$ cat src/rtl/irc_pkg.sv
package irc_pkg;

    // Gating control register, bit 2 down to bit 0
    typedef struct packed {
        logic auto_en;    // burst gating by the gating timer
        logic gsrc_car;   // 1: count carrier underflows, 0: count tick_pre_i
        logic g_run;      // gating timer runs
    } gctl_t;

    // Carrier control register, bit 2 down to bit 0
    typedef struct packed {
        logic hi_ext;     // stretch each high interval by one tick
        logic c_run;      // carrier generation runs
        logic c_src_pre;  // 1: count tick_pre_i, 0: clk/2
    } cctl_t;

endpackage

$ cat src/rtl/irc_reload_timer.sv
module irc_reload_timer #(
    parameter int W = 8
) (
    input  logic         clk,
    input  logic         rst_n,
    input  logic         run_i,
    input  logic         tick_i,
    input  logic         wr_i,
    input  logic [W-1:0] wdata_i,
    input  logic         ack_i,
    output logic [W-1:0] cnt_o,
    output logic         uf_o,
    output logic         flag_o
);

    typedef struct packed {
        logic [W-1:0] cnt;
        logic [W-1:0] rld;
        logic         flag;
    } tmr_t;

    tmr_t s_d, s_q;
    logic step;

    always_comb begin
        s_d  = s_q;
        step = run_i & tick_i;
        uf_o = step & (s_q.cnt == '0);
        if (step) begin
            s_d.cnt = uf_o ? s_q.rld : s_q.cnt - 1'b1;
        end
        if (wr_i) begin
            s_d.rld = wdata_i;
            if (!run_i) s_d.cnt = wdata_i;
        end
        if (ack_i) s_d.flag = 1'b0;
        if (uf_o)  s_d.flag = 1'b1;
    end

    always_ff @(posedge clk) begin
        if (!rst_n) s_q <= '0;
        else        s_q <= s_d;
    end

    assign cnt_o  = s_q.cnt;
    assign flag_o = s_q.flag;

    AST_STOPPED_LOAD: assert property (@(posedge clk) disable iff (!rst_n)
        (wr_i && !run_i) |=> (cnt_o == $past(wdata_i)));
    AST_DOWN_STEP: assert property (@(posedge clk) disable iff (!rst_n)
        (step && cnt_o != '0) |=> (cnt_o == W'($past(cnt_o) - 1'b1)));
    AST_FLAG_ON_UF: assert property (@(posedge clk) disable iff (!rst_n)
        uf_o |=> flag_o);

endmodule

$ cat src/rtl/irc_carrier_timer.sv
module irc_carrier_timer #(
    parameter int W = 8
) (
    input  logic         clk,
    input  logic         rst_n,
    input  logic         run_i,
    input  logic         src_pre_i,
    input  logic         tick_pre_i,
    input  logic         hi_ext_i,
    input  logic         lo_wr_i,
    input  logic         hi_wr_i,
    input  logic [W-1:0] wdata_i,
    input  logic         ack_i,
    output logic [W-1:0] cnt_o,
    output logic         phase_o,
    output logic         uf_o,
    output logic         flag_o
);

    typedef struct packed {
        logic [W-1:0] cnt;
        logic [W-1:0] rlo;
        logic [W-1:0] rhi;
        logic         phase;
        logic         ext;
        logic         div;
        logic         flag;
    } car_t;

    car_t s_d, s_q;
    logic tick, at_zero, stretch;

    always_comb begin
        s_d     = s_q;
        tick    = run_i & (src_pre_i ? tick_pre_i : s_q.div);
        at_zero = (s_q.cnt == '0);
        stretch = tick & at_zero & s_q.phase & hi_ext_i & ~s_q.ext;
        uf_o    = tick & at_zero & ~stretch;

        s_d.div = (run_i & ~src_pre_i) ? ~s_q.div : 1'b0;

        if (!run_i) begin
            s_d.phase = 1'b0;
            s_d.ext   = 1'b0;
        end else if (stretch) begin
            s_d.ext = 1'b1;
        end else if (uf_o) begin
            s_d.phase = ~s_q.phase;
            s_d.ext   = 1'b0;
            s_d.cnt   = s_q.phase ? s_q.rlo : s_q.rhi;
        end else if (tick) begin
            s_d.cnt = s_q.cnt - 1'b1;
        end

        if (lo_wr_i) begin
            s_d.rlo = wdata_i;
            if (!run_i) s_d.cnt = wdata_i;
        end
        if (hi_wr_i) s_d.rhi = wdata_i;

        if (ack_i) s_d.flag = 1'b0;
        if (uf_o)  s_d.flag = 1'b1;
    end

    always_ff @(posedge clk) begin
        if (!rst_n) s_q <= '0;
        else        s_q <= s_d;
    end

    assign cnt_o   = s_q.cnt;
    assign phase_o = s_q.phase;
    assign flag_o  = s_q.flag;

    AST_UF_FLIPS_PHASE: assert property (@(posedge clk) disable iff (!rst_n)
        uf_o |=> (phase_o != $past(phase_o)));
    AST_STOP_GOES_LOW: assert property (@(posedge clk) disable iff (!rst_n)
        !run_i |=> !phase_o);
    AST_STRETCH_HOLDS_HIGH: assert property (@(posedge clk) disable iff (!rst_n)
        stretch |=> (phase_o && cnt_o == '0));

endmodule

$ cat src/rtl/ir_carrier_gen.sv
module ir_carrier_gen #(
    parameter int W = 8
) (
    input  logic         clk,
    input  logic         rst_n,
    input  logic         tick_pre_i,
    input  logic         gctl_we_i,
    input  logic [2:0]   gctl_wdata_i,
    input  logic         cctl_we_i,
    input  logic [2:0]   cctl_wdata_i,
    input  logic         gt_we_i,
    input  logic         ct_lo_we_i,
    input  logic         ct_hi_we_i,
    input  logic [W-1:0] wdata_i,
    input  logic         car_set_i,
    input  logic         car_clr_i,
    input  logic         gt_ack_i,
    input  logic         ct_ack_i,
    output logic [W-1:0] gt_cnt_o,
    output logic [W-1:0] ct_cnt_o,
    output logic         gt_uf_o,
    output logic         ct_uf_o,
    output logic         carr_o
);
    import irc_pkg::*;

    typedef struct packed {
        gctl_t gctl;
        cctl_t cctl;
        logic  car;
        logic  gate;
    } top_t;

    top_t s_d, s_q;
    logic ct_uf, gt_uf, ct_phase, gt_tick;

    irc_carrier_timer #(.W(W)) u_car (
        .clk        (clk),
        .rst_n      (rst_n),
        .run_i      (s_q.cctl.c_run),
        .src_pre_i  (s_q.cctl.c_src_pre),
        .tick_pre_i (tick_pre_i),
        .hi_ext_i   (s_q.cctl.hi_ext),
        .lo_wr_i    (ct_lo_we_i),
        .hi_wr_i    (ct_hi_we_i),
        .wdata_i    (wdata_i),
        .ack_i      (ct_ack_i),
        .cnt_o      (ct_cnt_o),
        .phase_o    (ct_phase),
        .uf_o       (ct_uf),
        .flag_o     (ct_uf_o)
    );

    assign gt_tick = s_q.gctl.gsrc_car ? ct_uf : tick_pre_i;

    irc_reload_timer #(.W(W)) u_gate (
        .clk     (clk),
        .rst_n   (rst_n),
        .run_i   (s_q.gctl.g_run),
        .tick_i  (gt_tick),
        .wr_i    (gt_we_i),
        .wdata_i (wdata_i),
        .ack_i   (gt_ack_i),
        .cnt_o   (gt_cnt_o),
        .uf_o    (gt_uf),
        .flag_o  (gt_uf_o)
    );

    always_comb begin
        s_d = s_q;
        if (gctl_we_i) s_d.gctl = gctl_t'(gctl_wdata_i);
        if (cctl_we_i) s_d.cctl = cctl_t'(cctl_wdata_i);
        if (car_set_i) s_d.car = 1'b1;
        if (car_clr_i) s_d.car = 1'b0;
        if (!s_q.gctl.auto_en) s_d.gate = 1'b1;
        else if (gt_uf)        s_d.gate = ~s_q.gate;
    end

    always_ff @(posedge clk) begin
        if (!rst_n) begin
            s_q      <= '0;
            s_q.gate <= 1'b1;
        end else begin
            s_q <= s_d;
        end
    end

    assign carr_o = s_q.cctl.c_run ? (s_q.car & ct_phase & s_q.gate) : s_q.car;

    AST_NO_FLAG_NO_CARRIER: assert property (@(posedge clk) disable iff (!rst_n)
        !s_q.car |-> !carr_o);
    AST_GATE_CLOSED_SILENT: assert property (@(posedge clk) disable iff (!rst_n)
        (s_q.cctl.c_run && s_q.gctl.auto_en && !s_q.gate) |-> !carr_o);
    AST_GATE_OPEN_MANUAL: assert property (@(posedge clk) disable iff (!rst_n)
        !s_q.gctl.auto_en |=> s_q.gate);

endmodule

$ cat config.mk
export PLATFORM = sky130hd
export DESIGN_NAME = ir_carrier_gen
export DESIGN_NICKNAME = d
export VERILOG_FILES = /design/src/rtl/irc_pkg.sv /design/src/rtl/irc_reload_timer.sv /design/src/rtl/irc_carrier_timer.sv /design/src/rtl/ir_carrier_gen.sv
export SDC_FILE = /design/constraint.sdc
export NUM_CORES = 1
export LEC_CHECK = 0
export ABC_CLOCK_PERIOD_IN_PS = 3300
export BUFFER_PORTS_ARGS = -buffer_cell sky130_fd_sc_hd__buf_2
export CORE_MARGIN = 2
export CORE_UTILIZATION = 50
export CTS_CLUSTER_SIZE = 16
export DETAILED_ROUTE_END_ITERATION = 8
export GPL_ROUTABILITY_DRIVEN = 0
export PLACE_DENSITY_LB_ADDON = 0.25
export SETUP_SLACK_MARGIN = 0.1
export SLEW_MARGIN = 20
export SYNTH_ARGS = -nofsm -noshare
export SYNTH_HDL_FRONTEND = slang
export SYNTH_SLANG_ARGS = --single-unit
$ cat constraint.sdc
create_clock -name clk -period 3.3 [get_ports clk]
set_clock_uncertainty 0.15 [all_clocks]
set_input_delay 0.495 -clock clk [delete_from_list [all_inputs] [get_ports clk]]
set_output_delay 0.495 -clock clk [all_outputs]
set_load 0.02 [all_outputs]
==> impl_metrics.tcl <==
set metrics [dict create \
    detail_route.vias_per_cell 5.67 \
    cts_buffers 5 \
    netlist_instances 343 \
    finalNetCount 392 \
    synth_compound_area_frac 0.176 \
    final_util 0.558 \
    post_cts_resize_count 0 \
    reg2reg_from "u_car.phase_o$_SDFFE_PN0P_" \
    crit_end "u_gate.cnt_o[6]$_SDFF_PN0_" \
    synthTopCellsByCount "dfxtp_1, nor2_1, mux2i_1" \
    layout.cells.non_filler 436 \
    setup_viol 0 \
    cts.clk_slew.worst_paths_ps 80 \
    avgRoutedWirePerCell_um 15.6 \
    ys_seq_area_frac 0.370 \
    synthAdderAreaFrac 0.00872 \
    holdWs_ps 203 \
    synth_top_family_by_area "simple AND/OR/NAND/NOR gates" \
    worstSetupStartpoint "u_car.phase_o$_SDFFE_PN0P_" \
    clk_latency_ps 310 \
    grt_pass1_vias 2350 \
    worst-path-stages 5 \
    antenna_left 0 \
    worstSetupEndpointType "flop" \
    grt_remaining_overflow 0 \
    cpPeakStageDelay_ps 600 \
    cts_sinks 53 \
    worst_slew_pin_slew_ps 669 \
    relSlewSlack 0.554 \
    ios 45 \
    synth_cell_type_count 53 \
    area_delta_synth_final_pct 7.80 \
    yosysTopAreaCell "dfxtp_1" \
    async_reset_ff_frac 0 \
    grt_max_degree 26 \
    synthTopCellsByArea "dfxtp_1, mux2i_1, nor2_1" \
    r2r_slack_ps 970 \
    reg2regPathDepth 5 \
    dr_total_vias 2471 \
    required_ps 3350 \
    r2r-end "u_gate.cnt_o[6]$_SDFF_PN0_" \
    tns_ps 0 \
    synth_area_um2 2870 \
    antenna_found_initial 0 \
    power_density_nw_per_um2 446 \
    muxShareOfSynthArea 0.122 \
    drt_iter0_drc 180 \
    dp_hpwl_mm 4.92 \
    antennaDiodeCount 0 \
    synth_warnings 0 \
    cp.arrival_ps 2390 \
    start_util 0.518 \
    p_leak_nw 1.29 \
    fmax_mhz 428 \
    grt_pass1_wl_mm 11.2 \
    syn_nets 371 \
    synth_top_flop_cell "dfxtp_1" \
    drc 0 \
    hold_class "in -> reg" \
    yosys.area.top_type_share 0.370 \
    firstDrtPassIters 5 \
    total_power_mw 1.38 \
    finalWirelength_mm 6.80 \
    multi_input_area_um2 1590 \
    cts_setup_buffers 0 \
    drive_above_1_share 0.162 \
    crit_chain "nand3b_1, nand3_2, o31ai_4, nand2_1, o311ai_1" \
    synth_xor_area_frac 0.0153 \
    holdBufCountCts 0 \
    placed_cells 429 \
    cts_buffer_depth 2 \
    syn_area_per_cell_um2 8.37 \
    finalCritPeriodShare 0.707 \
    slew_violations 0 \
    outcome "finished, final reports clean" \
    yosysMostFrequentCell "dfxtp_1" \
    synthSimpleGateAreaFrac 0.231 \
    cap_viol_max_count 0 \
    grt_usage 0.224 \
    path_buf_inv 0 \
    fp.coreArea_um2 5540 \
    die_w_um 79.8 \
    register_area_um2 1060 \
    dieHeight_um 79.8 \
    rsz0062_at_grt "no" \
    period_needed_ps 2330 \
    die_area_um2 6360 \
    cts_max_level 2 \
    cts_tree "built" \
    synth-seq-cells 53 \
    cp_top_family "compound AO/OA/AOI/OAI gates" \
    io_buffers 44 \
    synth_edf_count 0 \
    root_buffer "clkbuf_8" \
    core.rowCount 27 \
    ir_drop_uv 226 \
    cp_slowest_cell "o31ai_4" \
    finalHoldViolations 0 \
    crit_type "reg -> reg" \
    critPathLaunchType "flop" \
    n_fill_cell 531 \
    cp_max_fo 21 \
]
## logic make-up after synthesis
family                     Yosys count
AOI/OAI and AO/OA                   75
muxes                               35
and+or+nand+nor                    132
DFF                                 53
adders and majority gates            2
buffers and inverters               41
xor gates and xnor gates             5
## metrics by stage
stage,worst slack [ps],instance area [um2]
CTS,987,3090
global route,788,3090
detailed placement,933,3010
global placement,1050,3010
finish,966,3090
floorplan,1190,2870
## flip-flops by register name, indices dropped and copies added (netlist names)
register,flops
u_car.cnt_o,8
u_gate.flag_o,1
u_car.s_q,18
u_gate.cnt_o,8
u_car.phase_o,1
u_car.flag_o,1
s_q,8
u_gate.s_q,8
## layout make-up
type,instances,share of cell area
clock buffer,7,0.0279
inverter,9,0.0109
multi-input combinational,249,0.513
sequential,53,0.343
tap,72,0.0291
timing repair buffer,46,0.0760
## metal layers
| layer | vias to the layer above | part of all wire | global-route usage |
|---|---|---|---|
| met5 | - | 0 | 0 |
| met4 | 0 | 0.0057 | 0.0881 |
| met3 | 4 | 0.059 | 0.0351 |
| met2 | 75 | 0.45 | 0.331 |
| met1 | 1144 | 0.49 | 0.325 |
| li1 | 1248 | - | - |
## cell usage in the layout (no fill, tap or decap), drive strengths merged, types with 6 or more instances in the layout
cell / count
a211oi: 7
a21oi: 13
a31oi: 9
buf: 46
clkbuf: 7
dfxtp: 53
inv: 8
mux2i: 34
nand2: 22
nand2b: 10
nand3: 9
nor2: 49
nor2b: 6
nor3: 12
o211ai: 8
o21ai: 21
## power breakdown
group	leakage [nW]	internal, mW	switching (mW)
Sequential	0.437	0.679	0.0452
Combinational	0.805	0.114	0.169
Clock	0.0443	0.167	0.204
## worst min path at each step
stage / startpoint / end / slack, ps / depth (start not counted)
2_1_floorplan: u_car.s_q[1]$_SDFF_PN0_ / u_car.s_q[1]$_SDFF_PN0_ / 240 / 1
6_report: car_clr_i / s_q[1]$_SDFFE_PP0P_ / 200 / 2
3_3_place_gp: u_car.s_q[1]$_SDFF_PN0_ / u_car.s_q[1]$_SDFF_PN0_ / 260 / 1
5_1_grt: car_clr_i / s_q[1]$_SDFFE_PP0P_ / 190 / 2
3_5_place_dp: u_car.s_q[1]$_SDFF_PN0_ / u_car.s_q[1]$_SDFF_PN0_ / 270 / 1
4_1_cts: car_clr_i / s_q[1]$_SDFFE_PP0P_ / 190 / 2
Note: power is estimated with default switching activity, not from simulation.
